==> src/rtl/rdq_pkg.sv <==
package rdq_pkg;

  typedef enum logic [2:0] {
    S_IDLE,
    S_EMPTY,
    S_REQ,
    S_WAIT,
    S_CALC,
    S_OUT,
    S_REL,
    S_DEC
  } rdq_state_e;

  // bytes of link header and status not counted as payload
  localparam int FRAME_OVERHEAD = 14;
  // distance from header byte 3 to frame offset 12
  localparam int SKIP_TO_MAC = 9;

  localparam logic [3:0] IDX_TYPE_HI = 4'd10;
  localparam logic [3:0] IDX_TYPE_LO = 4'd11;
  localparam logic [3:0] IDX_PAYLOAD = 4'd12;

endpackage

==> src/rtl/rdq_ring_math.sv <==
module rdq_ring_math #(
  parameter int AW         = 13,
  parameter int RING_START = 0,
  parameter int RING_END   = 13'h19FD,
  parameter int SKIP       = 9
) (
  input  logic [AW-1:0] cur_addr,
  input  logic [AW-1:0] nxt_frame,
  output logic [AW-1:0] step_addr,
  output logic [AW-1:0] skip_addr,
  output logic [AW-1:0] rel_addr
);
  localparam logic [AW-1:0] START_A = AW'(RING_START);
  localparam logic [AW-1:0] END_A   = AW'(RING_END);
  localparam logic [AW:0]   END_X   = (AW+1)'(RING_END);
  localparam logic [AW:0]   SIZE_X  = (AW+1)'(RING_END - RING_START + 1);

  logic [AW:0]   skip_sum;
  logic [AW-1:0] rel_dec;

  // single step with wrap at the ring end
  assign step_addr = (cur_addr == END_A) ? START_A : cur_addr + 1'b1;

  // multi-byte jump, folded back by one ring size
  assign skip_sum  = {1'b0, cur_addr} + (AW+1)'(SKIP);
  assign skip_addr = AW'((skip_sum > END_X) ? skip_sum - SIZE_X : skip_sum);

  // release one below next frame, clamped into the ring
  assign rel_dec  = nxt_frame - 1'b1;
  assign rel_addr = ((nxt_frame <= START_A) || (rel_dec > END_A)) ? END_A : rel_dec;

endmodule

==> src/rtl/rdq_len_calc.sv <==
module rdq_len_calc #(
  parameter int LW       = 8,
  parameter int CW       = 16,
  parameter int OVERHEAD = 14
) (
  input  logic [CW-1:0] byte_cnt,
  input  logic [LW-1:0] max_len,
  input  logic          type_hi_zero,
  input  logic [LW-1:0] type_lo,
  output logic [LW-1:0] deliver_len
);
  logic [CW-1:0] room;
  logic [CW-1:0] max_ext;
  logic [LW-1:0] limit;

  assign room    = (byte_cnt > CW'(OVERHEAD)) ? byte_cnt - CW'(OVERHEAD) : '0;
  assign max_ext = {{(CW-LW){1'b0}}, max_len};
  assign limit   = (room < max_ext) ? room[LW-1:0] : max_len;

  assign deliver_len = !type_hi_zero ? '0 :
                       ((type_lo < limit) ? type_lo : limit);

endmodule

==> src/rtl/rdq_seq.sv <==
module rdq_seq
  import rdq_pkg::*;
#(
  parameter int AW         = 13,
  parameter int LW         = 8,
  parameter int CW         = 16,
  parameter int PCW        = 8,
  parameter int RING_START = 0
) (
  input  logic           clk,
  input  logic           rst_n,
  input  logic           start,
  input  logic [PCW-1:0] pkt_count,
  input  logic [LW-1:0]  max_len,
  output logic           mem_req_valid,
  input  logic           mem_req_ready,
  output logic [AW-1:0]  cur_addr,
  input  logic           mem_rsp_valid,
  input  logic [7:0]     mem_rdata,
  output logic           out_valid,
  input  logic           out_ready,
  output logic [7:0]     out_data,
  output logic           out_last,
  input  logic [AW-1:0]  step_addr,
  input  logic [AW-1:0]  skip_addr,
  input  logic [LW-1:0]  deliver_len,
  output logic [AW-1:0]  nxt_frame,
  output logic [CW-1:0]  byte_cnt,
  output logic           type_hi_zero,
  output logic [LW-1:0]  type_lo,
  output logic [LW-1:0]  max_q,
  output logic [47:0]    src_mac,
  output logic [LW-1:0]  out_len,
  output logic           rel_we,
  output logic           pkt_dec,
  output logic           done,
  output logic           busy
);
  rdq_state_e    state;
  logic [3:0]    idx;
  logic [7:0]    nxt_lo;
  logic [7:0]    type_hi;
  logic [LW-1:0] remaining;

  always_ff @(posedge clk or negedge rst_n) begin
    if (!rst_n) begin
      state     <= S_IDLE;
      idx       <= '0;
      cur_addr  <= AW'(RING_START);
      nxt_frame <= AW'(RING_START);
      nxt_lo    <= '0;
      byte_cnt  <= '0;
      type_hi   <= '0;
      type_lo   <= '0;
      max_q     <= '0;
      src_mac   <= '0;
      out_len   <= '0;
      out_data  <= '0;
      remaining <= '0;
    end else begin
      case (state)
        S_IDLE: if (start) begin
          out_len <= '0;
          if (pkt_count == '0) begin
            state <= S_EMPTY;
          end else begin
            cur_addr <= nxt_frame;
            idx      <= '0;
            max_q    <= max_len;
            state    <= S_REQ;
          end
        end
        S_EMPTY: state <= S_IDLE;
        S_REQ:   if (mem_req_ready) state <= S_WAIT;
        S_WAIT:  if (mem_rsp_valid) begin
          state    <= S_REQ;
          cur_addr <= step_addr;
          if (idx != IDX_PAYLOAD) idx <= idx + 4'd1;
          case (idx)
            4'd0: nxt_lo <= mem_rdata;
            4'd1: nxt_frame <= {mem_rdata[AW-9:0], nxt_lo};
            4'd2: byte_cnt[7:0] <= mem_rdata;
            4'd3: begin
              byte_cnt[15:8] <= mem_rdata;
              cur_addr       <= skip_addr;
            end
            IDX_TYPE_HI: type_hi <= mem_rdata;
            IDX_TYPE_LO: begin
              type_lo <= mem_rdata;
              state   <= S_CALC;
            end
            IDX_PAYLOAD: begin
              out_data <= mem_rdata;
              state    <= S_OUT;
            end
            default: src_mac <= {src_mac[39:0], mem_rdata};
          endcase
        end
        S_CALC: begin
          out_len   <= deliver_len;
          remaining <= deliver_len;
          state     <= (deliver_len == '0) ? S_REL : S_REQ;
        end
        S_OUT: if (out_ready) begin
          remaining <= remaining - 1'b1;
          state     <= (remaining == LW'(1)) ? S_REL : S_REQ;
        end
        S_REL:   state <= S_DEC;
        S_DEC:   state <= S_IDLE;
        default: state <= S_IDLE;
      endcase
    end
  end

  assign mem_req_valid = (state == S_REQ);
  assign out_valid     = (state == S_OUT);
  assign out_last      = (state == S_OUT) && (remaining == LW'(1));
  assign type_hi_zero  = (type_hi == '0);
  assign rel_we        = (state == S_REL);
  assign pkt_dec       = (state == S_DEC);
  assign done          = (state == S_DEC) || (state == S_EMPTY);
  assign busy          = (state != S_IDLE);

endmodule

==> src/rtl/rdq_dequeue.sv <==
module rdq_dequeue
  import rdq_pkg::*;
#(
  parameter int AW         = 13,
  parameter int LW         = 8,
  parameter int PCW        = 8,
  parameter int RING_START = 0,
  parameter int RING_END   = 13'h19FD
) (
  input  logic           clk,
  input  logic           rst_n,
  input  logic           start,
  input  logic [PCW-1:0] pkt_count,
  input  logic [LW-1:0]  max_len,
  output logic           busy,
  output logic           done,
  output logic [LW-1:0]  out_len,
  output logic           mem_req_valid,
  input  logic           mem_req_ready,
  output logic [AW-1:0]  mem_addr,
  input  logic           mem_rsp_valid,
  input  logic [7:0]     mem_rdata,
  output logic           out_valid,
  input  logic           out_ready,
  output logic [7:0]     out_data,
  output logic           out_last,
  output logic [47:0]    src_mac,
  output logic           rel_we,
  output logic [AW-1:0]  rel_ptr,
  output logic           pkt_dec
);
  localparam int CW = 16;

  logic [AW-1:0] step_addr, skip_addr, nxt_frame;
  logic [CW-1:0] byte_cnt;
  logic          type_hi_zero;
  logic [LW-1:0] type_lo, max_q, deliver_len;

  rdq_seq #(
    .AW(AW), .LW(LW), .CW(CW), .PCW(PCW), .RING_START(RING_START)
  ) u_seq (
    .clk(clk), .rst_n(rst_n), .start(start), .pkt_count(pkt_count),
    .max_len(max_len), .mem_req_valid(mem_req_valid),
    .mem_req_ready(mem_req_ready), .cur_addr(mem_addr),
    .mem_rsp_valid(mem_rsp_valid), .mem_rdata(mem_rdata),
    .out_valid(out_valid), .out_ready(out_ready), .out_data(out_data),
    .out_last(out_last), .step_addr(step_addr), .skip_addr(skip_addr),
    .deliver_len(deliver_len), .nxt_frame(nxt_frame), .byte_cnt(byte_cnt),
    .type_hi_zero(type_hi_zero), .type_lo(type_lo), .max_q(max_q),
    .src_mac(src_mac), .out_len(out_len), .rel_we(rel_we),
    .pkt_dec(pkt_dec), .done(done), .busy(busy)
  );

  rdq_ring_math #(
    .AW(AW), .RING_START(RING_START), .RING_END(RING_END), .SKIP(SKIP_TO_MAC)
  ) u_math (
    .cur_addr(mem_addr), .nxt_frame(nxt_frame), .step_addr(step_addr),
    .skip_addr(skip_addr), .rel_addr(rel_ptr)
  );

  rdq_len_calc #(
    .LW(LW), .CW(CW), .OVERHEAD(FRAME_OVERHEAD)
  ) u_len (
    .byte_cnt(byte_cnt), .max_len(max_q), .type_hi_zero(type_hi_zero),
    .type_lo(type_lo), .deliver_len(deliver_len)
  );

endmodule

==> config.mk <==
export PLATFORM = sky130hd
export DESIGN_NAME = rdq_dequeue
export DESIGN_NICKNAME = d
export VERILOG_FILES = /design/src/rtl/rdq_pkg.sv /design/src/rtl/rdq_ring_math.sv /design/src/rtl/rdq_len_calc.sv /design/src/rtl/rdq_seq.sv /design/src/rtl/rdq_dequeue.sv
export SDC_FILE = /design/constraint.sdc
export NUM_CORES = 1
export LEC_CHECK = 0
export BUFFER_PORTS_ARGS = -buffer_cell sky130_fd_sc_hd__buf_2
export CAP_MARGIN = 20
export CORE_UTILIZATION = 58
export CTS_BUF_LIST = sky130_fd_sc_hd__clkbuf_16
export DETAILED_ROUTE_END_ITERATION = 8
export PLACE_DENSITY_LB_ADDON = 0.08
export SLEW_MARGIN = 15
export SYNTH_ARGS = -nofsm -noshare
export SYNTH_HDL_FRONTEND = slang
export SYNTH_SLANG_ARGS = --single-unit
==> constraint.sdc <==
create_clock -name clk -period 5.7 [get_ports clk]
set_input_delay 1.425 -clock clk [delete_from_list [all_inputs] [get_ports clk]]
set_output_delay 1.425 -clock clk [all_outputs]
set_load 0.1 [all_outputs]
**Word level (Yosys, flattened, before mapping)**

Index checks and enable logic that the tools add are counted.

- Register bits after elaboration: 153
- Word-level logic and storage cells: 109

- Add/subtract/negate cells: 7
- Order comparisons: 6
- Eq/ne operators: 22
- Multiplexer cells: 30
- Bitwise logic cells: 2
- Reductions and logical operators: 28

Operators by type and width:

| operator | count |
|---|---|
| $mux 13 | 7 |
| $mux 8 | 5 |
| $pmux 8 s2 | 2 |
| $reduce_and 3->1 | 9 |
| $pmux 13 s2 | 1 |
| $logic_not 8->1 | 3 |
| $pmux 3 s7 | 1 |
| $mux 3 | 6 |
| $gt 16x4->1 const B | 1 |
| $lt 16x8->1 | 1 |
| $mux 16 | 1 |
| $mux 4 | 4 |
| $sub 16x4->16 const B | 1 |
| $add 13x4->14 const B | 1 |
| $gt 14x13->1 const B | 1 |
| $add 13x1->13 const B | 1 |
| $eq 13x13->1 const B | 1 |
| $gt 13x13->1 const B | 1 |
| $le 13x1->1 const B | 1 |
| $sub 13x1->13 const B | 1 |
| $sub 13x13->13 const B | 1 |
| $eq 3x3->1 const B | 4 |
| $eq 4x4->1 const B | 3 |
| $eq 4x2->1 const B | 2 |
| other kinds (25) | 36 |

**Logic depth before layout (Yosys ltp)**

Gate-level depths: netlist of run 1.

- Depth in word-level cells: 10
- Mapped depth: 23
- Depth with buffers taken out: 20

**Hierarchy**

From an unflattened synthesis of run 1, not the netlist that was laid out.

- Cell total of the unflattened synthesis: 819
- Area, all modules: 8,937.3 sq um

By module, submodules not included:

| module | times used | cells each | area each (sq um) |
|---|---|---|---|
| rdq_seq | 1 | 489 | 6,608.8 |
| rdq_ring_math | 1 | 214 | 1,416.4 |
| rdq_len_calc | 1 | 116 | 912.1 |

**Worst setup path after synthesis of run 1**

No wires, ideal clock.

- Path type: register -> output
- Start point: register u_seq.nxt_frame[3]
- End point: output port rel_ptr[1]
- Data arrival time: 3.402 ns
- Path slack: 0.873 ns
- Stages on the path, launching flop included: 9
- Path buffers: 0
- Cells stage by stage: dfrtp_1 > or3_1 > nor3_1 > and2_1 > nand2_1 > or3_1 > o2bb2ai_1 > a31oi_1 > nor2b_1

- Word-level cells in the longest chain between the ends: 4

Ends and longest elaborated chain:

| element | line | RTL |
|---|---|---|
| start: declaration | rdq_seq.sv:27 | `output logic [AW-1:0] nxt_frame,` |
| start signal: assignment | rdq_seq.sv:50 | `nxt_frame <= AW'(RING_START);` |
| start signal: assignment | rdq_seq.sv:81 | `4'd1: nxt_frame <= {mem_rdata[AW-9:0], nxt_lo};` |
| $sub 13x1->13 | rdq_ring_math.sv:29 | `assign rel_dec = nxt_frame - 1'b1;` |
| $gt 13x13->1 | rdq_ring_math.sv:30 | `assign rel_addr = ((nxt_frame <= START_A) \|\| (rel_dec > END_A)) ? END_A : rel_dec;` |
| $logic_or 1x1->1 * | rdq_ring_math.sv:30 |  |
| $mux 13 * | rdq_ring_math.sv:30 |  |
| end: declaration | rdq_dequeue.sv:29 | `output logic [AW-1:0] rel_ptr,` |

Mark *: on every way between the ends. The rest lies on a longest branch, timed or not.

**Final worst setup path of run 1**

- Start point: register u_seq.nxt_frame[3]
- End point: output port rel_ptr[10]

- Word-level cells in the longest chain between the ends: 4

Ends and longest elaborated chain:

| element | line |
|---|---|
| $sub 13x1->13 | rdq_ring_math.sv:29 |
| $gt 13x13->1 | rdq_ring_math.sv:30 |
| $logic_or 1x1->1 | rdq_ring_math.sv:30 |
| $mux 13 * | rdq_ring_math.sv:30 |

Marks and branches as above.

==> metrics.txt, run 1 <==
# TYPE chip_impl_metric gauge
chip_impl_info{name="outcome",value="completed"} 1
chip_impl_metric{name="bufs_on_longest_clock_path",unit=""} 2
chip_impl_metric{name="final-setup-viol-count",unit=""} 0
chip_impl_metric{name="routed_wirelength",unit="um"} 20900
chip_impl_metric{name="yosys_warnings",unit=""} 0
chip_impl_info{name="cts_tree",value="yes"} 1
chip_impl_metric{name="initial_utilization",unit="%"} 59.2
chip_impl_info{name="rr_endpoint",value="u_seq.remaining[6]$_DFFE_PN0P_"} 1
chip_impl_metric{name="placement_rows",unit=""} 44
chip_impl_metric{name="maxSlewHeadroom",unit="%"} 44.6
chip_impl_metric{name="area_delta_synth_final",unit="%"} 15.9
chip_impl_info{name="crit-reg2reg-launch",value="u_seq.byte_cnt[7]$_DFFE_PN0P_"} 1
chip_impl_metric{name="tightest_slew",unit="ns"} 0.827
chip_impl_info{name="synth.top_cells.by_count",value="153 x sky130_fd_sc_hd__dfrtp_1, 118 x sky130_fd_sc_hd__mux2_2, 74 x sky130_fd_sc_hd__nand2_1"} 1
chip_impl_metric{name="postCtsHoldBufs",unit=""} 0
chip_impl_info{name="rsz0062_at_grt",value="false"} 1
chip_impl_metric{name="fmax",unit="MHz"} 188
chip_impl_info{name="clock_tree.root_cell",value="sky130_fd_sc_hd__clkbuf_16"} 1
chip_impl_info{name="timing.critical_path.to",value="rel_ptr[10]"} 1
chip_impl_metric{name="grt_pass1_vias",unit=""} 6422
chip_impl_metric{name="number_of_fill_cells_in_the_layout",unit=""} 1116
chip_impl_metric{name="initial_drc_count",unit=""} 471
chip_impl_info{name="crit_path_launch_type",value="flip-flop"} 1
chip_impl_metric{name="cts_max_level",unit=""} 4
chip_impl_metric{name="synth.net_count",unit=""} 888
chip_impl_metric{name="synthMuxAreaShare",unit="%"} 16.7
chip_impl_metric{name="post_synth_top_area_share",unit="%"} 44.7
chip_impl_metric{name="die_boundary_height",unit="um"} 124
chip_impl_metric{name="clk_transition_reported_paths",unit="ns"} 0.07
chip_impl_metric{name="fp.dieArea",unit="sq um"} 15300
chip_impl_metric{name="post_route_cells_drive_above_1_share",unit="%"} 31.4
chip_impl_metric{name="antenna_found_initial",unit=""} 0
chip_impl_metric{name="core_region_area",unit="sq um"} 14500
chip_impl_info{name="post_synth_main_area_contributors",value="sky130_fd_sc_hd__dfrtp_1 45%, sky130_fd_sc_hd__mux2_2 16%, sky130_fd_sc_hd__ha_1 3.9%, sky130_fd_sc_hd__nand2_1 3.2%, sky130_fd_sc_hd__o21ai_0 2.6%"} 1
chip_impl_metric{name="detailedRoute.firstPassIterationCount",unit=""} 5
chip_impl_metric{name="edff_count_synth",unit=""} 0
chip_impl_metric{name="synth-compound-area-share",unit="%"} 12.0
chip_impl_metric{name="yosys.area_share.xor_xnor",unit="%"} 3.88
chip_impl_metric{name="synth_area",unit="sq um"} 8570
chip_impl_metric{name="final_tns_setup",unit="ns"} 0
chip_impl_metric{name="worst-endpoint-required",unit="ns"} 4.28
chip_impl_metric{name="final_antenna_net_count",unit=""} 0
chip_impl_metric{name="final_layout_net_count",unit=""} 994
chip_impl_metric{name="slew_viol_final",unit=""} 0
chip_impl_info{name="count_leader_synth",value="sky130_fd_sc_hd__dfrtp_1"} 1
chip_impl_metric{name="synthArstFlopShare",unit="%"} 100
chip_impl_metric{name="fin_skew",unit="ns"} 0.0159
chip_impl_info{name="cp-end-kind",value="output pin"} 1
chip_impl_metric{name="critPathArrivalTime",unit="ns"} 3.89
chip_impl_metric{name="worst_r2r_path_depth",unit=""} 17
chip_impl_metric{name="gr-usage-met3",unit="%"} 6.55
chip_impl_metric{name="synth_cell_type_count",unit=""} 69
chip_impl_metric{name="synth_simple_gate_area_share",unit="%"} 15.6
chip_impl_metric{name="top_level_ports",unit=""} 127
chip_impl_metric{name="grt.met2_usage",unit="%"} 44.1
chip_impl_metric{name="synth.ff_latch_count",unit=""} 153
chip_impl_metric{name="post_synth.cell_area_avg",unit="sq um"} 10.3
chip_impl_info{name="synth_top_family_by_area",value="multiplexers"} 1
chip_impl_metric{name="route.detailed.wl_per_inst",unit="um"} 18.4
chip_impl_info{name="synth-main-ff-cell",value="sky130_fd_sc_hd__dfrtp_1"} 1
chip_impl_info{name="crit_type",value="reg2out"} 1
chip_impl_metric{name="place.gp.congestion",unit=""} 0.929
chip_impl_metric{name="critical_path.max_fanout",unit=""} 11
chip_impl_metric{name="antenna_cells",unit=""} 0
chip_impl_metric{name="synth_seq_area_share",unit="%"} 44.7
chip_impl_metric{name="numCtsBuffers",unit=""} 17
chip_impl_metric{name="regToRegSetupSlack",unit="ns"} 0.55
chip_impl_metric{name="synth_fa_ha_area_share",unit="%"} 3.94
chip_impl_metric{name="grt_first_pass_wirelength",unit="um"} 33100
chip_impl_metric{name="chipWidth",unit="um"} 124
chip_impl_metric{name="grt.total_usage",unit="%"} 28.4
chip_impl_metric{name="detailedPlacementHpwl",unit="um"} 14800
chip_impl_info{name="global_routing_s_busiest_layer",value="met2"} 1
chip_impl_metric{name="buffer_ports.inserted",unit=""} 126
chip_impl_metric{name="dr_total_vias",unit=""} 6934
chip_impl_metric{name="final_period_minus_worst_setup_slack",unit="ns"} 5.32
chip_impl_metric{name="insertion_delay_to_the_later_sink_of_the_worst_skew_pair",unit="ns"} 0.44
chip_impl_info{name="critPathLaunch",value="u_seq.nxt_frame[3]$_DFFE_PN0P_"} 1
chip_impl_metric{name="grt_use_met1",unit="%"} 39.5
chip_impl_metric{name="grt_remaining_overflow",unit=""} 0
chip_impl_metric{name="syn_inst",unit=""} 831
chip_impl_info{name="yosys.area.top_type",value="sky130_fd_sc_hd__dfrtp_1"} 1
chip_impl_metric{name="hold_violations",unit=""} 0
chip_impl_metric{name="drv.max_cap_violation_count",unit=""} 0
chip_impl_metric{name="viasPerCell",unit=""} 6.11
chip_impl_metric{name="drc",unit=""} 0
chip_impl_metric{name="final.period_utilization",unit="%"} 93.3
chip_impl_metric{name="tritoncts_num_sinks",unit=""} 153
chip_impl_metric{name="pin_count_of_the_biggest_net_entering_global_routing",unit=""} 114
chip_impl_info{name="hold_path.class",value="reg2reg"} 1
flip-flops by register name, indices dropped and copies added, names as in the netlist:
| register | count |
|---|---|
| u_seq.src_mac | 48 |
| u_seq.byte_cnt | 16 |
| u_seq.cur_addr | 13 |
| u_seq.nxt_frame | 13 |
| u_seq.max_q | 8 |
| u_seq.nxt_lo | 8 |
| u_seq.out_data | 8 |
| u_seq.out_len | 8 |
| u_seq.remaining | 8 |
| u_seq.type_hi | 8 |
| u_seq.type_lo | 8 |
| u_seq.idx | 4 |
| u_seq.state | 3 |
critical path: stages, from the launching register on:
cell,delay (ns)
sky130_fd_sc_hd__dfrtp_1,0.44
sky130_fd_sc_hd__or3_1,0.44
sky130_fd_sc_hd__nor3_1,0.35
sky130_fd_sc_hd__and2_1,0.24
sky130_fd_sc_hd__nand2_1,0.13
sky130_fd_sc_hd__or3_1,0.37
sky130_fd_sc_hd__o2bb2ai_1,0.13
sky130_fd_sc_hd__a31oi_1,0.64
sky130_fd_sc_hd__and2_1,0.28
sky130_fd_sc_hd__buf_2,0.44
cell families after synthesis:
family,Yosys count
XOR/XNOR,38
AND/OR/NAND/NOR,262
AO/OA/AOI/OAI,155
adder cells (fa/ha/maj),27
buffers and inverters,68
flip-flops,153
multiplexers,128
placed cells by master, fill, tap and decap left out, types with 4 or more instances in the layout:
master and instances:
sky130_fd_sc_hd__a21oi_1 31, sky130_fd_sc_hd__a22o_1 4, sky130_fd_sc_hd__a31oi_1 10, sky130_fd_sc_hd__and2_1 10, sky130_fd_sc_hd__and3_1 12, sky130_fd_sc_hd__buf_2 125
sky130_fd_sc_hd__clkbuf_16 17, sky130_fd_sc_hd__clkinv_8 7, sky130_fd_sc_hd__dfrtp_1 153, sky130_fd_sc_hd__ha_1 27, sky130_fd_sc_hd__inv_1 25, sky130_fd_sc_hd__mux2_2 118
sky130_fd_sc_hd__mux2i_1 10, sky130_fd_sc_hd__nand2_1 74, sky130_fd_sc_hd__nand2b_1 7, sky130_fd_sc_hd__nand3_1 24, sky130_fd_sc_hd__nand4_1 9, sky130_fd_sc_hd__nor2_1 54
sky130_fd_sc_hd__nor2b_1 9, sky130_fd_sc_hd__nor3_1 21, sky130_fd_sc_hd__nor3b_1 4, sky130_fd_sc_hd__nor4_1 10, sky130_fd_sc_hd__o21a_1 5, sky130_fd_sc_hd__o21ai_0 45
sky130_fd_sc_hd__o221ai_1 7, sky130_fd_sc_hd__o22ai_1 9, sky130_fd_sc_hd__o31ai_1 4, sky130_fd_sc_hd__or3_1 9, sky130_fd_sc_hd__or4_1 5, sky130_fd_sc_hd__xnor2_1 25
sky130_fd_sc_hd__xor2_1 13
final cells by class:
cell class / instances / area, sq um / share of cell area [%]
multi-input cells: 610 / 4470 / 45.0
flip-flops and latches: 153 / 3830 / 38.5
repair buffers: 130 / 687 / 6.91
clock buffers: 17 / 425 / 4.28
well taps: 184 / 230 / 2.32
clock inverters: 15 / 199 / 2.00
inverters: 25 / 93.8 / 0.944
routing by layer:
| layer | up-vias | part of all wire, % |
|---|---|---|
| li1 | 3222 | - |
| met1 | 3435 | 46 |
| met2 | 247 | 47 |
| met3 | 30 | 5.7 |
| met4 | 0 | 1.5 |
| met5 | - | 0 |
repair_timing:
item	4_1_cts	5_1_grt
hold endpoints to repair	0	0
endpoints found under the setup margin	0	2
setup buffers	0	0
gates resized for setup	0	1
how the worst min path moves through the flow:
| stage | startpoint | endpoint | slack, ns | cells past startpoint |
|---|---|---|---|---|
| final | u_seq.out_len[5]$_DFFE_PN0P_ | u_seq.out_len[5]$_DFFE_PN0P_ | 0.48 | 2 |
| after global placement | u_seq.out_len[4]$_DFFE_PN0P_ | u_seq.out_len[4]$_DFFE_PN0P_ | 0.46 | 2 |
| after global routing | u_seq.out_len[4]$_DFFE_PN0P_ | u_seq.out_len[4]$_DFFE_PN0P_ | 0.51 | 2 |
| after detailed placement | u_seq.out_len[5]$_DFFE_PN0P_ | u_seq.out_len[5]$_DFFE_PN0P_ | 0.47 | 2 |
| after floorplan | u_seq.remaining[7]$_DFFE_PN0P_ | u_seq.remaining[7]$_DFFE_PN0P_ | 0.45 | 2 |
| after CTS | u_seq.out_len[5]$_DFFE_PN0P_ | u_seq.out_len[5]$_DFFE_PN0P_ | 0.48 | 2 |
through the flow:
step	hold WS, ns	utilization (%)	setup slack [ns]	area [sq um]	instances
floorplan	0.449	-	0.873	8570	831
global placement	0.459	64.1	0.639	9290	1101
detailed placement	0.470	64.1	0.532	9290	1101
CTS	0.485	68.4	0.427	9910	1133
global route	0.510	68.6	0.0586	9940	1134
finish	0.482	68.6	0.381	9940	1134
Power of run 1 is left out: the tool's default activity adds up to more than one toggle a clock period on the data nets, which glitch-free logic cannot reach.
==> run 2: changes to the inputs <==
--- a/config.mk
+++ b/config.mk
@@ -9,8 +9,10 @@
 export CAP_MARGIN = 20
 export CORE_UTILIZATION = 58
 export CTS_BUF_LIST = sky130_fd_sc_hd__clkbuf_16
+export CTS_CLUSTER_DIAMETER = 60
 export DETAILED_ROUTE_END_ITERATION = 8
 export PLACE_DENSITY_LB_ADDON = 0.08
+export RECOVER_POWER = 50
 export SLEW_MARGIN = 15
 export SYNTH_ARGS = -nofsm -noshare
 export SYNTH_HDL_FRONTEND = slang
==> run 2 against run 1 <==
Net effect:
- the run now ends with capacitance limit, slew limit left
- cell count did not move
- die area unchanged
- fmax about the same
- core utilization decreased by 0.55 points
- worst setup slack lost 0.0050 ns
- sequential share of layout area rose by 0.31 points
- critical path depth did not move
- register-to-register slack worse by 0.04 ns
- first-iteration DRC count increased by 7.6%
- clock skew fell by 0.0015 ns
- final area is 0.81% lower
- global-route usage did not move
- critical endpoint unchanged
==> metrics.txt, run 2 (same netlist as run 1, synthesis figures left out) <==
# TYPE chip_impl_metric gauge
chip_impl_info{name="critPathLaunch",value="u_seq.nxt_frame[3]$_DFFE_PN0P_"} 1
chip_impl_metric{name="antenna_found_initial",unit=""} 0
chip_impl_metric{name="pin_count_of_the_biggest_net_entering_global_routing",unit=""} 114
chip_impl_metric{name="antenna_cells",unit=""} 0
chip_impl_metric{name="hold_violations",unit=""} 0
chip_impl_info{name="violated_checks",value="capacitance limit, slew limit"} 1
chip_impl_metric{name="tightest_slew",unit="ns"} 2.16
chip_impl_metric{name="initial_utilization",unit="%"} 59.2
chip_impl_metric{name="slew_viol_final",unit=""} 88
chip_impl_info{name="final_common_cell",value="sky130_fd_sc_hd__dfrtp_1"} 1
chip_impl_metric{name="critical_path.max_fanout",unit=""} 11
chip_impl_metric{name="die_boundary_height",unit="um"} 124
chip_impl_metric{name="final_layout_net_count",unit=""} 994
chip_impl_metric{name="drc",unit=""} 0
chip_impl_metric{name="viasPerCell",unit=""} 6.09
chip_impl_metric{name="worst-endpoint-required",unit="ns"} 4.28
chip_impl_metric{name="regToRegSetupSlack",unit="ns"} 0.51
chip_impl_metric{name="grt_first_pass_wirelength",unit="um"} 33100
chip_impl_info{name="rsz0062_at_grt",value="false"} 1
chip_impl_info{name="cp-end-kind",value="output pin"} 1
chip_impl_metric{name="worstHoldPathCells",unit=""} 2
chip_impl_metric{name="fmax",unit="MHz"} 188
chip_impl_metric{name="core_region_area",unit="sq um"} 14500
chip_impl_metric{name="final_antenna_net_count",unit=""} 0
chip_impl_metric{name="post_route_cells_drive_above_1_share",unit="%"} 27.2
chip_impl_metric{name="final-setup-viol-count",unit=""} 0
chip_impl_info{name="regMostFlops",value="u_seq.src_mac"} 1
chip_impl_info{name="crit_type",value="reg2out"} 1
chip_impl_metric{name="grt.total_usage",unit="%"} 28.4
chip_impl_metric{name="area_delta_synth_final",unit="%"} 15.0
chip_impl_metric{name="cts_max_level",unit=""} 4
chip_impl_metric{name="routed_wirelength",unit="um"} 20800
chip_impl_metric{name="tritoncts_num_sinks",unit=""} 153
chip_impl_metric{name="finalHoldWorstSlack",unit="ns"} 0.486
chip_impl_metric{name="chipWidth",unit="um"} 124
chip_impl_metric{name="dr_total_vias",unit=""} 6905
chip_impl_metric{name="fin_skew",unit="ns"} 0.0144
chip_impl_info{name="clock_tree.root_cell",value="sky130_fd_sc_hd__clkbuf_16"} 1
chip_impl_info{name="min_from",value="u_seq.out_len[5]$_DFFE_PN0P_"} 1
chip_impl_metric{name="buffer_ports.inserted",unit=""} 126
chip_impl_metric{name="detailedRoute.firstPassIterationCount",unit=""} 5
chip_impl_info{name="largest_registers",value="u_seq.src_mac: 48 flops, u_seq.byte_cnt: 16 flops"} 1
chip_impl_metric{name="worst_r2r_path_depth",unit=""} 17
chip_impl_metric{name="grt_remaining_overflow",unit=""} 0
chip_impl_metric{name="initial_drc_count",unit=""} 507
chip_impl_info{name="outcome",value="complete, but fails checks"} 1
chip_impl_info{name="crit_path_launch_type",value="flip-flop"} 1
chip_impl_metric{name="top_level_ports",unit=""} 127
chip_impl_info{name="cts_tree",value="yes"} 1
chip_impl_metric{name="detailedPlacementHpwl",unit="um"} 14800
chip_impl_metric{name="final.period_utilization",unit="%"} 93.4
chip_impl_metric{name="critical-path-max-stage-delay",unit="ns"} 0.64
chip_impl_metric{name="final_period_minus_worst_setup_slack",unit="ns"} 5.32
chip_impl_metric{name="fp.dieArea",unit="sq um"} 15300
chip_impl_info{name="hold_end",value="u_seq.out_len[5]$_DFFE_PN0P_"} 1
chip_impl_metric{name="grt_pass1_vias",unit=""} 6422
chip_impl_info{name="crit-reg2reg-launch",value="u_seq.byte_cnt[7]$_DFFE_PN0P_"} 1
chip_impl_info{name="hold_path.class",value="reg2reg"} 1
chip_impl_metric{name="largest_register_ffs",unit=""} 48
chip_impl_metric{name="insertion_delay_to_the_later_sink_of_the_worst_skew_pair",unit="ns"} 0.44
chip_impl_metric{name="place.gp.congestion",unit=""} 0.929
chip_impl_metric{name="critPathArrivalTime",unit="ns"} 3.90
chip_impl_metric{name="numCtsBuffers",unit=""} 17
chip_impl_metric{name="bufs_on_longest_clock_path",unit=""} 2
chip_impl_metric{name="clk_transition_reported_paths",unit="ns"} 0.07
chip_impl_metric{name="maxSlewHeadroom",unit="%"} -43.8
chip_impl_info{name="crit_path_top_delay_cell",value="sky130_fd_sc_hd__a31oi_1"} 1
chip_impl_metric{name="final_tns_setup",unit="ns"} 0
chip_impl_metric{name="drv.max_cap_violation_count",unit=""} 1
chip_impl_info{name="rr_endpoint",value="u_seq.remaining[6]$_DFFE_PN0P_"} 1
chip_impl_info{name="final_cell_mix",value="153 x sky130_fd_sc_hd__dfrtp_1, 118 x sky130_fd_sc_hd__mux2_2, 87 x sky130_fd_sc_hd__buf_2"} 1
chip_impl_info{name="cell_by_cell_listing_of_the_critical_path",value="or3_1 > nor3_1 > and2_1 > nand2_1 > or3_1 > o2bb2ai_1 > a31oi_1 > and2_1 > buf_2"} 1
chip_impl_metric{name="placement_rows",unit=""} 44
chip_impl_metric{name="route.detailed.wl_per_inst",unit="um"} 18.4
==> run 2: layout make-up <==
cell class | count | area (sq um)
Clock buffer | 17 | 425
Clock inverter | 15 | 199
Inverter | 25 | 93.8
Timing Repair Buffer | 130 | 607
Tap cell | 184 | 230
Multi-Input combinational cell | 610 | 4470
Sequential cell | 153 | 3830
Fill cell | 1137 | 4620
==> run 2: repair_timing <==
action | CTS | global route
gates resized for setup | 0 | 1
hold buffers | 0 | 0
setup buffers | 0 | 0
setup endpoints to repair | 0 | 2
==> run 2: metal layers <==
metal / global-route usage (%) / vias to the layer above / wire (um)
met5: 0 / - / 0
met4: 9.04 / 0 / 295
met3: 6.55 / 30 / 1220
met2: 44.1 / 255 / 9800
met1: 39.5 / 3393 / 9520
li1: - / 3227 / -
==> run 2: worst max-delay path: cells and delay by family (launching register included) <==
kind | cells | cell delay, ns
buffers and inverters | 1 | 0.44
AND/OR/NAND/NOR | 6 | 1.82
AO/OA/AOI/OAI | 2 | 0.77
flip-flops | 1 | 0.44
==> run 2: worst max path at each step <==
stage | cells past startpoint | to
after floorplan | 8 | rel_ptr[1]
after detailed placement | 17 | u_seq.remaining[6]$_DFFE_PN0P_
final | 9 | rel_ptr[10]
after global placement | 19 | u_seq.remaining[6]$_DFFE_PN0P_
after CTS | 9 | rel_ptr[10]
after global routing | 3 | u_seq.byte_cnt[0]$_DFFE_PN0P_
==> run 2: metrics by stage <==
| stage | util, % | worst slack, ns | cells | cell area, sq um |
|---|---|---|---|---|
| 5_1_grt | 68.1 | 0.0369 | 1134 | 9860 |
| 3_3_place_gp | 64.1 | 0.639 | 1101 | 9290 |
| 4_1_cts | 68.4 | 0.427 | 1133 | 9910 |
| 2_1_floorplan | - | 0.873 | 831 | 8570 |
| 3_5_place_dp | 64.1 | 0.532 | 1101 | 9290 |
| 6_report | 68.1 | 0.376 | 1134 | 9860 |
Power of run 2 is left out for the same reason.
